==> config.mk <==
export PLATFORM = sky130hd
export DESIGN_NAME = tsb_ptr_gen
export DESIGN_NICKNAME = d
export VERILOG_FILES = /design/src/rtl/tsb_ptr_pkg.sv /design/src/rtl/tsb_index_extract.sv /design/src/rtl/tsb_base_compose.sv /design/src/rtl/tsb_ptr_gen.sv
export SDC_FILE = /design/constraint.sdc
export NUM_CORES = 1
export LEC_CHECK = 0
export BUFFER_PORTS_ARGS = -buffer_cell sky130_fd_sc_hd__buf_2
export CORE_AREA = 2 2 101 103
export CTS_CLUSTER_DIAMETER = 200
export DETAILED_ROUTE_END_ITERATION = 16
export DIE_AREA = 0 0 103 105
export PLACE_DENSITY = 0.85
export SYNTH_ARGS = -nofsm -noshare
export SYNTH_HDL_FRONTEND = slang
export SYNTH_SLANG_ARGS = --single-unit
==> constraint.sdc <==
create_clock -name clk -period 3.8 [get_ports clk]
set_clock_uncertainty 0.1 [all_clocks]
set_input_delay 0.38 -clock clk [delete_from_list [all_inputs] [get_ports clk]]
set_output_delay 0.38 -clock clk [all_outputs]
set_load 0.01 [all_outputs]
==> src/rtl/tsb_ptr_pkg.sv <==
package tsb_ptr_pkg;
  localparam int unsigned WORD_W      = 64;
  localparam int unsigned SIZE_W      = 4;
  localparam int unsigned PGSZ_W      = 3;
  localparam int unsigned PGSZ_LSB    = 8;
  localparam int unsigned SPLIT_POS   = 12;
  localparam int unsigned BASE_LSB    = 13;
  localparam int unsigned ENTRY_LSB   = 4;
  localparam int unsigned SHIFT_BASE  = 9;
  localparam int unsigned SHIFT_STEP  = 3;
  localparam int unsigned PGSZ_LIMIT  = 5;

  typedef logic [WORD_W-1:0] word_t;
endpackage

==> src/rtl/tsb_index_extract.sv <==
module tsb_index_extract #(
  parameter int unsigned AW         = tsb_ptr_pkg::WORD_W,
  parameter int unsigned SZ_W       = tsb_ptr_pkg::SIZE_W,
  parameter int unsigned PS_W       = tsb_ptr_pkg::PGSZ_W,
  parameter int unsigned SHIFT_BASE = tsb_ptr_pkg::SHIFT_BASE,
  parameter int unsigned SHIFT_STEP = tsb_ptr_pkg::SHIFT_STEP,
  parameter int unsigned PS_LIMIT   = tsb_ptr_pkg::PGSZ_LIMIT,
  parameter int unsigned ENTRY_LSB  = tsb_ptr_pkg::ENTRY_LSB,
  parameter int unsigned BASE_LSB   = tsb_ptr_pkg::BASE_LSB
) (
  input  logic [AW-1:0]   tag_in,
  input  logic [PS_W-1:0] pgsz,
  input  logic [SZ_W-1:0] size_code,
  output logic [AW-1:0]   index_out
);
  localparam int unsigned NUM_SHIFTS = PS_LIMIT + 1;

  logic [AW-1:0] shifted [NUM_SHIFTS];
  logic [AW-1:0] picked;
  logic [AW-1:0] keep_mask;

  // One fixed shifter per legal page-size code.
  for (genvar g = 0; g < NUM_SHIFTS; g++) begin : g_shift
    assign shifted[g] = tag_in >> (SHIFT_BASE + SHIFT_STEP * g);
  end

  always_comb begin
    picked = '0;
    for (int k = 0; k < NUM_SHIFTS; k++) begin
      if (int'(pgsz) == k) picked = shifted[k];
    end
  end

  // Keep bits ENTRY_LSB .. BASE_LSB-1+size.
  always_comb begin
    for (int b = 0; b < AW; b++) begin
      keep_mask[b] = (b >= ENTRY_LSB) && (b < BASE_LSB + int'(size_code));
    end
  end

  assign index_out = picked & keep_mask;
endmodule

==> src/rtl/tsb_base_compose.sv <==
module tsb_base_compose #(
  parameter int unsigned AW        = tsb_ptr_pkg::WORD_W,
  parameter int unsigned SZ_W      = tsb_ptr_pkg::SIZE_W,
  parameter int unsigned SPLIT_POS = tsb_ptr_pkg::SPLIT_POS,
  parameter int unsigned BASE_LSB  = tsb_ptr_pkg::BASE_LSB
) (
  input  logic [AW-1:0]   base_in,
  output logic [SZ_W-1:0] size_code,
  output logic [AW-1:0]   base_part
);
  logic [AW-1:0] upper;
  logic [AW-1:0] split_bit;

  assign size_code = base_in[SZ_W-1:0];
  assign upper     = {base_in[AW-1:BASE_LSB], {BASE_LSB{1'b0}}};

  always_comb begin
    split_bit = '0;
    if (base_in[SPLIT_POS]) split_bit = AW'(1) << (BASE_LSB + int'(size_code));
  end

  assign base_part = upper | split_bit;
endmodule

==> src/rtl/tsb_ptr_gen.sv <==
module tsb_ptr_gen #(
  parameter int unsigned AW       = tsb_ptr_pkg::WORD_W,
  parameter int unsigned SZ_W     = tsb_ptr_pkg::SIZE_W,
  parameter int unsigned PS_W     = tsb_ptr_pkg::PGSZ_W,
  parameter int unsigned PS_LSB   = tsb_ptr_pkg::PGSZ_LSB,
  parameter int unsigned PS_LIMIT = tsb_ptr_pkg::PGSZ_LIMIT
) (
  input  logic          clk,
  input  logic          rst_n,
  input  logic          rd_strobe,
  input  logic [AW-1:0] tag_acc,
  input  logic [AW-1:0] tbl_base,
  input  logic [AW-1:0] cfg_word,
  output logic [AW-1:0] ptr,
  output logic          ptr_vld
);
  localparam int unsigned PS_MSB = PS_LSB + PS_W - 1;

  logic [1:0]      rst_sync_q;
  logic            rst_ok;
  logic [PS_W-1:0] pgsz;
  logic [SZ_W-1:0] size_code;
  logic [AW-1:0]   base_part;
  logic [AW-1:0]   index_part;
  logic [AW-1:0]   ptr_d;
  logic            vld_d;
  logic [AW-1:0]   ptr_q;
  logic            vld_q;

  // Asynchronous assert, synchronous release.
  always_ff @(posedge clk or negedge rst_n) begin
    if (!rst_n) rst_sync_q <= 2'b00;
    else        rst_sync_q <= {rst_sync_q[0], 1'b1};
  end
  assign rst_ok = rst_sync_q[1];

  assign pgsz = cfg_word[PS_MSB:PS_LSB];

  tsb_base_compose #(
    .AW(AW), .SZ_W(SZ_W)
  ) u_base (
    .base_in   (tbl_base),
    .size_code (size_code),
    .base_part (base_part)
  );

  tsb_index_extract #(
    .AW(AW), .SZ_W(SZ_W), .PS_W(PS_W), .PS_LIMIT(PS_LIMIT)
  ) u_index (
    .tag_in    (tag_acc),
    .pgsz      (pgsz),
    .size_code (size_code),
    .index_out (index_part)
  );

  // Next state
  always_comb begin
    ptr_d = ptr_q;
    vld_d = rd_strobe;
    if (rd_strobe) ptr_d = base_part | index_part;
  end

  // Registers
  always_ff @(posedge clk or negedge rst_ok) begin
    if (!rst_ok) begin
      ptr_q <= '0;
      vld_q <= 1'b0;
    end else begin
      ptr_q <= ptr_d;
      vld_q <= vld_d;
    end
  end

  assign ptr     = ptr_q;
  assign ptr_vld = vld_q;
endmodule

# Yosys cells after proc, flatten, opt, wreduce, memory -nomap -nowiden
# Index checks and enable logic that the tools add are counted.
dict set report op_classes {
  n_addsub 1
  n_lt_le_gt_ge 60
  n_eq_ne 5
  shifts 1
  n_mux 7
  n_bitwise 3
  n_reduce_logical 1
}
# operator n
set op_table {}
lappend op_table {{$lt A6 B32 Y1 const A} 32}
lappend op_table {{$lt A5 B32 Y1 const A} 16}
lappend op_table {{$mux W64} 6}
lappend op_table {{$lt A4 B32 Y1 const A} 8}
lappend op_table {{$lt A3 B32 Y1 const A} 4}
lappend op_table {{$or A64 B64 Y64} 2}
lappend op_table {{$and A64 B64 Y64} 1}
lappend op_table {{$shl A1 B32 Y64 const A} 1}
lappend op_table {{$mux W55} 1}
lappend op_table {{$eq A3 B3 Y1 const B} 4}
lappend op_table {{$add A4 B4 Y5 const A} 1}
lappend op_table {{$eq A3 B2 Y1 const B} 1}
lappend op_table {{$logic_not A3 Y1} 1}
dict set report totals {
  ff_bits 67
  output_inout_bits 65
  wordCells 81
}

# Logic depth before layout (Yosys ltp)
# Gate-level depths: netlist of the first run.
dict set report depth {
  depth_word 9
  mapped_depth 8
  depth_no_buf 6
}

# Cells and area by module
# Synthesis of the first run repeated with hierarchy kept, for this count alone.
dict set report hier_totals {
  hier_cells 669
  hier_area_um2 5216.3
}
# module n_inst cells_per_inst area_per_inst_um2
set by_module_without_submodules {}
lappend by_module_without_submodules {tsb_ptr_gen 1 274 2591.2}
lappend by_module_without_submodules {tsb_index_extract 1 312 2015.7}
lappend by_module_without_submodules {tsb_base_compose 1 83 609.3}

# Worst setup path after synthesis of the first run
# Ideal clock, no wire load.
dict set report synth_timing {
  path_type {in2reg}
  from {input port tbl_base[0]}
  to {register ptr_q[14] (netlist: ptr[14])}
  arrival_time_ns 1.799
  required_time_ns 3.618
  setup_slack_ns 1.819
  cell_stages 7
  path_buffers 1
  cell_sequence {ha_1 > ha_1 > clkbuf_1 > nand2_1 > o21ai_0 > nand3b_1 > a31oi_1}
}
dict set report synth_between {
  elab_chain_cells 5
  word_cells_on_any_way 7
  cone_classes {add/sub (1); order compare (1); shift (1); mux (1); bitwise (3)}
}
# item line_no
set synth_lines {}
lappend synth_lines {{start: declaration} tsb_ptr_gen.sv:12} ;# input logic [AW-1:0] tbl_base,
lappend synth_lines {{$add A4 B4 Y5 (*)} -}
lappend synth_lines {{branches (longest 3 deep; another with $lt A4 B32 Y1)} -}
lappend synth_lines {{$or A64 B64 Y64 (*)} tsb_ptr_gen.sv:60} ;# if (rd_strobe) ptr_d = base_part | index_part;
lappend synth_lines {{end signal: assignment} tsb_ptr_gen.sv:69} ;# ptr_q <= ptr_d;
lappend synth_lines {{end: declaration} tsb_ptr_gen.sv:27} ;# logic [AW-1:0] ptr_q;
# Mark *: on every way between the ends.
# A chain may end at the register's enable or synchronous reset.

# Worst setup path in the final report of the first run
dict set report layout_timing {
  from {input port tbl_base[0]}
  to {register ptr_q[28] (netlist: ptr[28])}
}
dict set report layout_between {
  elab_chain_cells 5
  word_cells_on_any_way 7
  cone_classes {add/sub (1); order compare (1); shift (1); mux (1); bitwise (3)}
}
# item line_no
set layout_lines {}
lappend layout_lines {{$add A4 B4 Y5 (*)} -}
lappend layout_lines {{branches (longest 3 deep; another with $lt A5 B32 Y1)} -}
lappend layout_lines {{$or A64 B64 Y64 (*)} tsb_ptr_gen.sv:60}
# Marked as above.

==> results of run 1 <==
## through the flow
step           setup WS, ns  hold WS (ns)  std cells  instance area [sq um]
3_5_place_dp           1.10        0.0696        728                   5200
4_1_cts                1.44         0.164        745                   5420
6_report               1.33         0.172        745                   5420
2_1_floorplan          1.70       -0.0156        456                   4340
5_1_grt                1.20         0.165        745                   5420
3_3_place_gp           1.13        0.0655        728                   5200
## power groups by stage
stage	sequential (mW)	combinational [mW]	clock, mW
final	0.833	0.520	0.603
after global routing	0.843	0.562	0.646
after CTS	0.834	0.513	0.611
after detailed placement	0.845	0.510	0
after global placement	0.841	0.499	0
after floorplan	0.877	0.260	0
## registers in the layout (all words and copies together), names as in the netlist
register and count:
ptr 64, ptr_vld 1, rst_sync_q 2
## kinds of logic (layout without fill, tap and decap cells)
| family | Yosys count | count (layout) | share of synthesized area |
|---|---|---|---|
| DFF | 67 | 67 | 0.387 |
| and+or+nand+nor | 114 | 114 | 0.119 |
| muxes | 84 | 84 | 0.214 |
| other | 1 | 1 | 0.000865 |
| xor gates and xnor gates | 2 | 2 | 0.00750 |
| adders and majority gates | 6 | 6 | 0.0173 |
| AOI/OAI and AO/OA | 133 | 133 | 0.201 |
| buffers and inverters | 49 | 205 | 0.0537 |
## cell type report
cell class                      instances  area, sq um
Clock buffer                           12          155
Clock inverter                          4         48.8
Fill cell                             888         4220
Inverter                               17         66.3
Multi-Input combinational cell        340         2430
Sequential cell                        67         1680
Tap cell                              133          166
Timing Repair Buffer                  172          876
## synthesized netlist by cell type, types with 3 or more instances
cell type | number | share of area
dfrtp_1 | 67 | 0.39
nor2_1 | 49 | 0.042
mux2_2 | 46 | 0.12
mux2i_1 | 36 | 0.083
o21ai_0 | 32 | 0.037
nand2_1 | 27 | 0.023
a31oi_1 | 20 | 0.029
a21oi_1 | 18 | 0.021
o22ai_1 | 15 | 0.022
inv_1 | 14 | 0.012
clkbuf_1 | 12 | 0.010
nand3_1 | 10 | 0.012
nand2b_1 | 9 | 0.013
buf_2 | 7 | 0.0081
o221ai_1 | 7 | 0.014
buf_4 | 6 | 0.010
ha_1 | 6 | 0.017
o2111ai_1 | 6 | 0.012
o211ai_1 | 6 | 0.010
a221oi_1 | 5 | 0.010
buf_1 | 5 | 0.0043
nor3_1 | 4 | 0.0046
nor3b_1 | 4 | 0.0069
o21ai_1 | 3 | 0.0035
## worst max-delay path by stage
stage,cells after the start,slack (ns),endpoint
floorplan,0,1.70,ptr[0]
global placement,7,1.13,ptr[28]
detailed placement,7,1.10,ptr[28]
CTS,7,1.44,ptr[28]
global route,6,1.20,ptr[21]
finish,7,1.33,ptr[28]
## cell usage in the layout, fill, tap and decap left out, types with 15 or more instances in the layout
master	n
nor2_1	49
o22ai_1	15
mux2i_1	36
o21ai_0	32
buf_2	167
a31oi_1	20
dfrtp_1	66
a21oi_1	18
mux2_2	46
nand2_1	27
## worst max-delay path: cells and delay by family
family | cells | cell delay [ns]
and+or+nand+nor | 2 | 0.69
AOI/OAI and AO/OA | 1 | 0.20
adders and majority gates | 2 | 0.98
buffers and inverters | 2 | 0.36
## per-layer routing
| layer | wire length (um) | vias to the layer above | GRT usage |
|---|---|---|---|
| met1 | 5530 | 2148 | 0.347 |
| met5 | 0 | - | 0 |
| met3 | 1240 | 58 | 0.0548 |
| met2 | 6950 | 283 | 0.434 |
| met4 | 591 | 0 | 0.107 |
| li1 | - | 2002 | - |
## timing repair
action                     CTS  global route
hold endpoints to repair     2             0
setup endpoints to repair    0             0
hold buffers                 1             0
==> flow_metrics.tcl, run 1 <==
set metrics [dict create \
    clk_latency_ns 0.33 \
    dr_total_vias 4491 \
    hp-class "input pin to register" \
    cts.clk_slew.worst_paths_ns 0.07 \
    seq_power_share 0.426 \
    r2r_slack_ns 2.42 \
    swShare 0.312 \
    grt_pass1_vias 4354 \
    crit_top_cell "ha_1" \
    tritoncts "yes" \
    async_reset_ff_frac 1.00 \
    path_cells "buf_2 -> ha_1 -> ha_1 -> inv_1 -> nor2_1 -> nand3_1 -> a31oi_1" \
    slowest_delay_ns 0.65 \
    reg2reg_from "rst_sync_q[1]" \
    power.leakage_nw 2.51 \
    die_h_um 105 \
    crit_fanout 16 \
    start_kind "input pin" \
    syn-num-nets 657 \
    antennaDiodeCount 0 \
    crit_path_end_kind "register" \
    htreeDepth 3 \
    p_comb_frac 0.266 \
    grt_overflow 0 \
    remaining_drc_errors 0 \
    chipWidth_um 103 \
    track_usage 0.268 \
    setup_viol 0 \
    drt-total-wl_um 14300 \
    avgSynthCellArea_sq_um 9.51 \
    hp-start "tbl_base[32]" \
    grt_pass1_wl_um 22600 \
    vias_per_cell 6.03 \
    routedWlPerCell_um 19.2 \
    post_cts_buffers 0 \
    pin_count 260 \
    setup_tns_ns 0 \
    yosys_warnings 0 \
    crit_start "tbl_base[0]" \
    antenna_left 0 \
    synth_cell_types 54 \
    min_to "ptr[32]" \
    relSlewSlack 0.313 \
    worstMarginPinSlew_ns 1.03 \
    max_freq_ghz 0.406 \
    cts_resized 0 \
    cp.required_ns 3.95 \
    hpwlAfterDp_um 10700 \
    post-route-min-period_ns 2.47 \
    power.net_switching_uw 609 \
    synth_flop_cell "dfrtp_1" \
    drtPass1Iterations 7 \
    fin_nets 808 \
    maxCapViolations 0 \
    utilization 0.562 \
    drv_slew 0 \
    reg2regPathDepth 1 \
    cts.sink_count 67 \
    area_growth_pct 24.9 \
    ys_ff_latch 67 \
    syn_area_sq_mm 0.00434 \
    seq_area_frac_synth 0.387 \
    clkPwrFrac 0.308 \
    synth-edff-count 0 \
    gp_congestion 0.950 \
    core_sq_mm 0.00964 \
    drtIter0Drc 505 \
    ir_worst_vdd_uv 248 \
    synthesis.instances 456 \
    timing.final.hold_violations 0 \
    crit_slowest_cell "ha_1" \
    min_path_cells 2 \
    grt_max_degree 86 \
    rsz0062_at_grt "false" \
    initial_core_util 0.450 \
    antenna_found_initial 0 \
    drive_gt1_frac 0.392 \
    r2r-end "ptr[2]" \
    rows 36 \
    portBuffers 168 \
    cts_buffers 9 \
    clk_path_buf_depth 2 \
    power.total_mw 1.96 \
    status "complete, no violations" \
    p_int_mw 1.35 \
    path_class "input pin to register" \
    critPathArrivalTime_ns 2.62 \
    finalCritPeriodShare 0.649 \
    cts_root_buf "clkbuf_8" \
    die-area_sq_mm 0.0108 \
    power.density_mw_per_mm2 361 \
]
Note: power is estimated with default switching activity, not from simulation.
==> inputs of run 2 (changes only) <==
CORE_AREA = default   (was 2 2 101 103)
CORE_UTILIZATION = 44   (was default)
DIE_AREA = default   (was 0 0 103 105)
PLACE_DENSITY = 0.84   (was 0.85)
clock period = 2.4 ns   (was 3.8 ns; I/O delays follow)
==> run 2 against run 1 <==
  * Hold slack got worse by 0.14 ns
  * Core utilization rose by 3.3 points
  * First-iteration DRC count down 10%
  * Power up 58%
  * Sequential power is 58% higher
==> flow_metrics.tcl, run 2 (synthesis results as in run 1) <==
set metrics [dict create \
    hold-worst-slack_ns 0.0326 \
    start_kind "input pin" \
    drv_slew 0 \
    hp-class "input pin to register" \
    worstMarginPinSlew_ns 0.930 \
    power.total_mw 3.10 \
    wl_met1_um 5920 \
    multi_input_area_sq_mm 0.00243 \
    mostFrequentLayoutCells "buf_2 (167), dfrtp_1 (66), nor2_1 (49)" \
    maxUsedRoutingLayer "met4" \
    relSlewSlack 0.380 \
    die-area_sq_mm 0.0103 \
    portBuffers 168 \
    met2_wirelength_um 6830 \
    maxCapViolations 0 \
    seq_power_share 0.425 \
    fin_nets 828 \
    path_cells "buf_2 -> ha_1 -> buf_4 -> or3_1 -> a31oi_1 -> a21oi_1 -> a221oi_1 -> a21oi_1" \
    power.net_switching_uw 967 \
    grt_overflow 0 \
    die_h_um 101 \
    clk_latency_ns 0.33 \
    antenna_found_initial 0 \
    post-route-min-period_ns 1.98 \
    antenna_left 0 \
    cts_root_buf "clkbuf_8" \
    core_sq_mm 0.00937 \
    max_freq_ghz 0.506 \
    seq_area_sq_mm 0.00168 \
    rsz0062_at_grt "false" \
    drtIter0Drc 453 \
    remaining_drc_errors 0 \
    chipWidth_um 101 \
    setup_tns_ns 0 \
    routed-wl-met3_um 1020 \
    area_growth_pct 28.6 \
    crit_slowest_cell "or3_1" \
    critPathArrivalTime_ns 2.09 \
    placed_area_sq_mm 0.00537 \
    antennaDiodeCount 0 \
    place_ws_ns 0.125 \
    grt_pass1_vias 4196 \
    tritoncts "yes" \
    cts.clk_slew.worst_paths_ns 0.07 \
    layout_commonest_cell "buf_2" \
    cts_buffers 9 \
    routedWlPerCell_um 18.6 \
    fin_area_sq_mm 0.00558 \
    cp.required_ns 2.51 \
    fin_cells 761 \
    crit_top_cell "a21oi_1" \
    track_usage 0.279 \
    largest_reg_flops 64 \
    status "complete, no violations" \
    grt_pass1_wl_um 21800 \
    ir_worst_vdd_uv 456 \
    dr_total_vias 4435 \
    grt_max_degree 54 \
    finalCritPeriodShare 0.823 \
    clk_path_buf_depth 2 \
    utilization 0.595 \
    path_class "input pin to register" \
    swShare 0.312 \
    drive_gt1_frac 0.411 \
    power.density_mw_per_mm2 555 \
    initial_core_util 0.463 \
    slowest_delay_ns 0.48 \
    gp_congestion 0.937 \
    rows 35 \
    power.leakage_nw 2.60 \
    timing.final.hold_violations 0 \
    clkPwrFrac 0.298 \
    fin_ws_ns 0.424 \
    drtPass1Iterations 5 \
    p_comb_frac 0.277 \
    crit_fanout 8 \
    setup_viol 0 \
    hpwlAfterDp_um 11000 \
    pin_count 260 \
    htreeDepth 3 \
    vias_per_cell 5.83 \
    drt-total-wl_um 14200 \
    cts.sink_count 67 \
    placed_cells 744 \
    p_int_mw 2.13 \
    nFillCells 853 \
    crit_path_end_kind "register" \
]
-- run 2: cell types whose count changed in the layout (fill, tap and decap cells not counted), sizes merged --
| cell | before | now |
|---|---|---|
| clkbuf | 12 | 11 |
| clkinvlp | 0 | 1 |
| buf | 171 | 191 |
-- run 2: worst max-delay path: cells and delay by family --
family | cells | cell delay, ns
compound gates | 4 | 0.81
simple gates | 1 | 0.48
buf+inv | 2 | 0.32
fa+ha+maj | 1 | 0.23
-- run 2: power groups by stage --
stage	clock network [mW]	logic (mW)	registers [mW]
finish	0.921	0.859	1.32
global route	0.990	0.927	1.33
CTS	0.935	0.851	1.32
detailed placement	0	0.846	1.34
global placement	0	0.829	1.33
floorplan	0	0.412	1.39
-- run 2: repair_timing --
item                                   4_1_cts  5_1_grt
hold buffers                                 1        0
endpoints found under the hold margin        2        0
buffers inserted                             0        0
gates resized for setup                      0        0
-- run 2: area by class of cell --
class	count	area share
multi-input cells	340	0.435
flip-flops and latches	67	0.301
repair buffers	192	0.188
clock buffers	11	0.0253
well taps	129	0.0289
inverters	17	0.0119
clock inverters	5	0.00942
-- run 2: path summary, 6_finish.rpt --
path                               startpoint            end  slack (ns)  cells past startpoint
worst max register to register  rst_sync_q[1]        ptr[14]        1.14                      1
worst min-delay path             tbl_base[45]        ptr[45]        0.03                      2
worst min register to register  rst_sync_q[0]  rst_sync_q[1]        0.26                      0
max in group asynchronous       rst_sync_q[1]        ptr[14]        1.14                      1
min in group asynchronous               rst_n  rst_sync_q[1]        0.16                      2
worst max-delay path              tbl_base[0]        ptr[13]        0.42                      8
-- run 2: routing by layer --
layer / global-route usage / vias to the layer above
met5: 0 / -
met4: 0.0992 / 0
met3: 0.0538 / 39
met2: 0.451 / 228
met1: 0.374 / 2137
li1: - / 2031
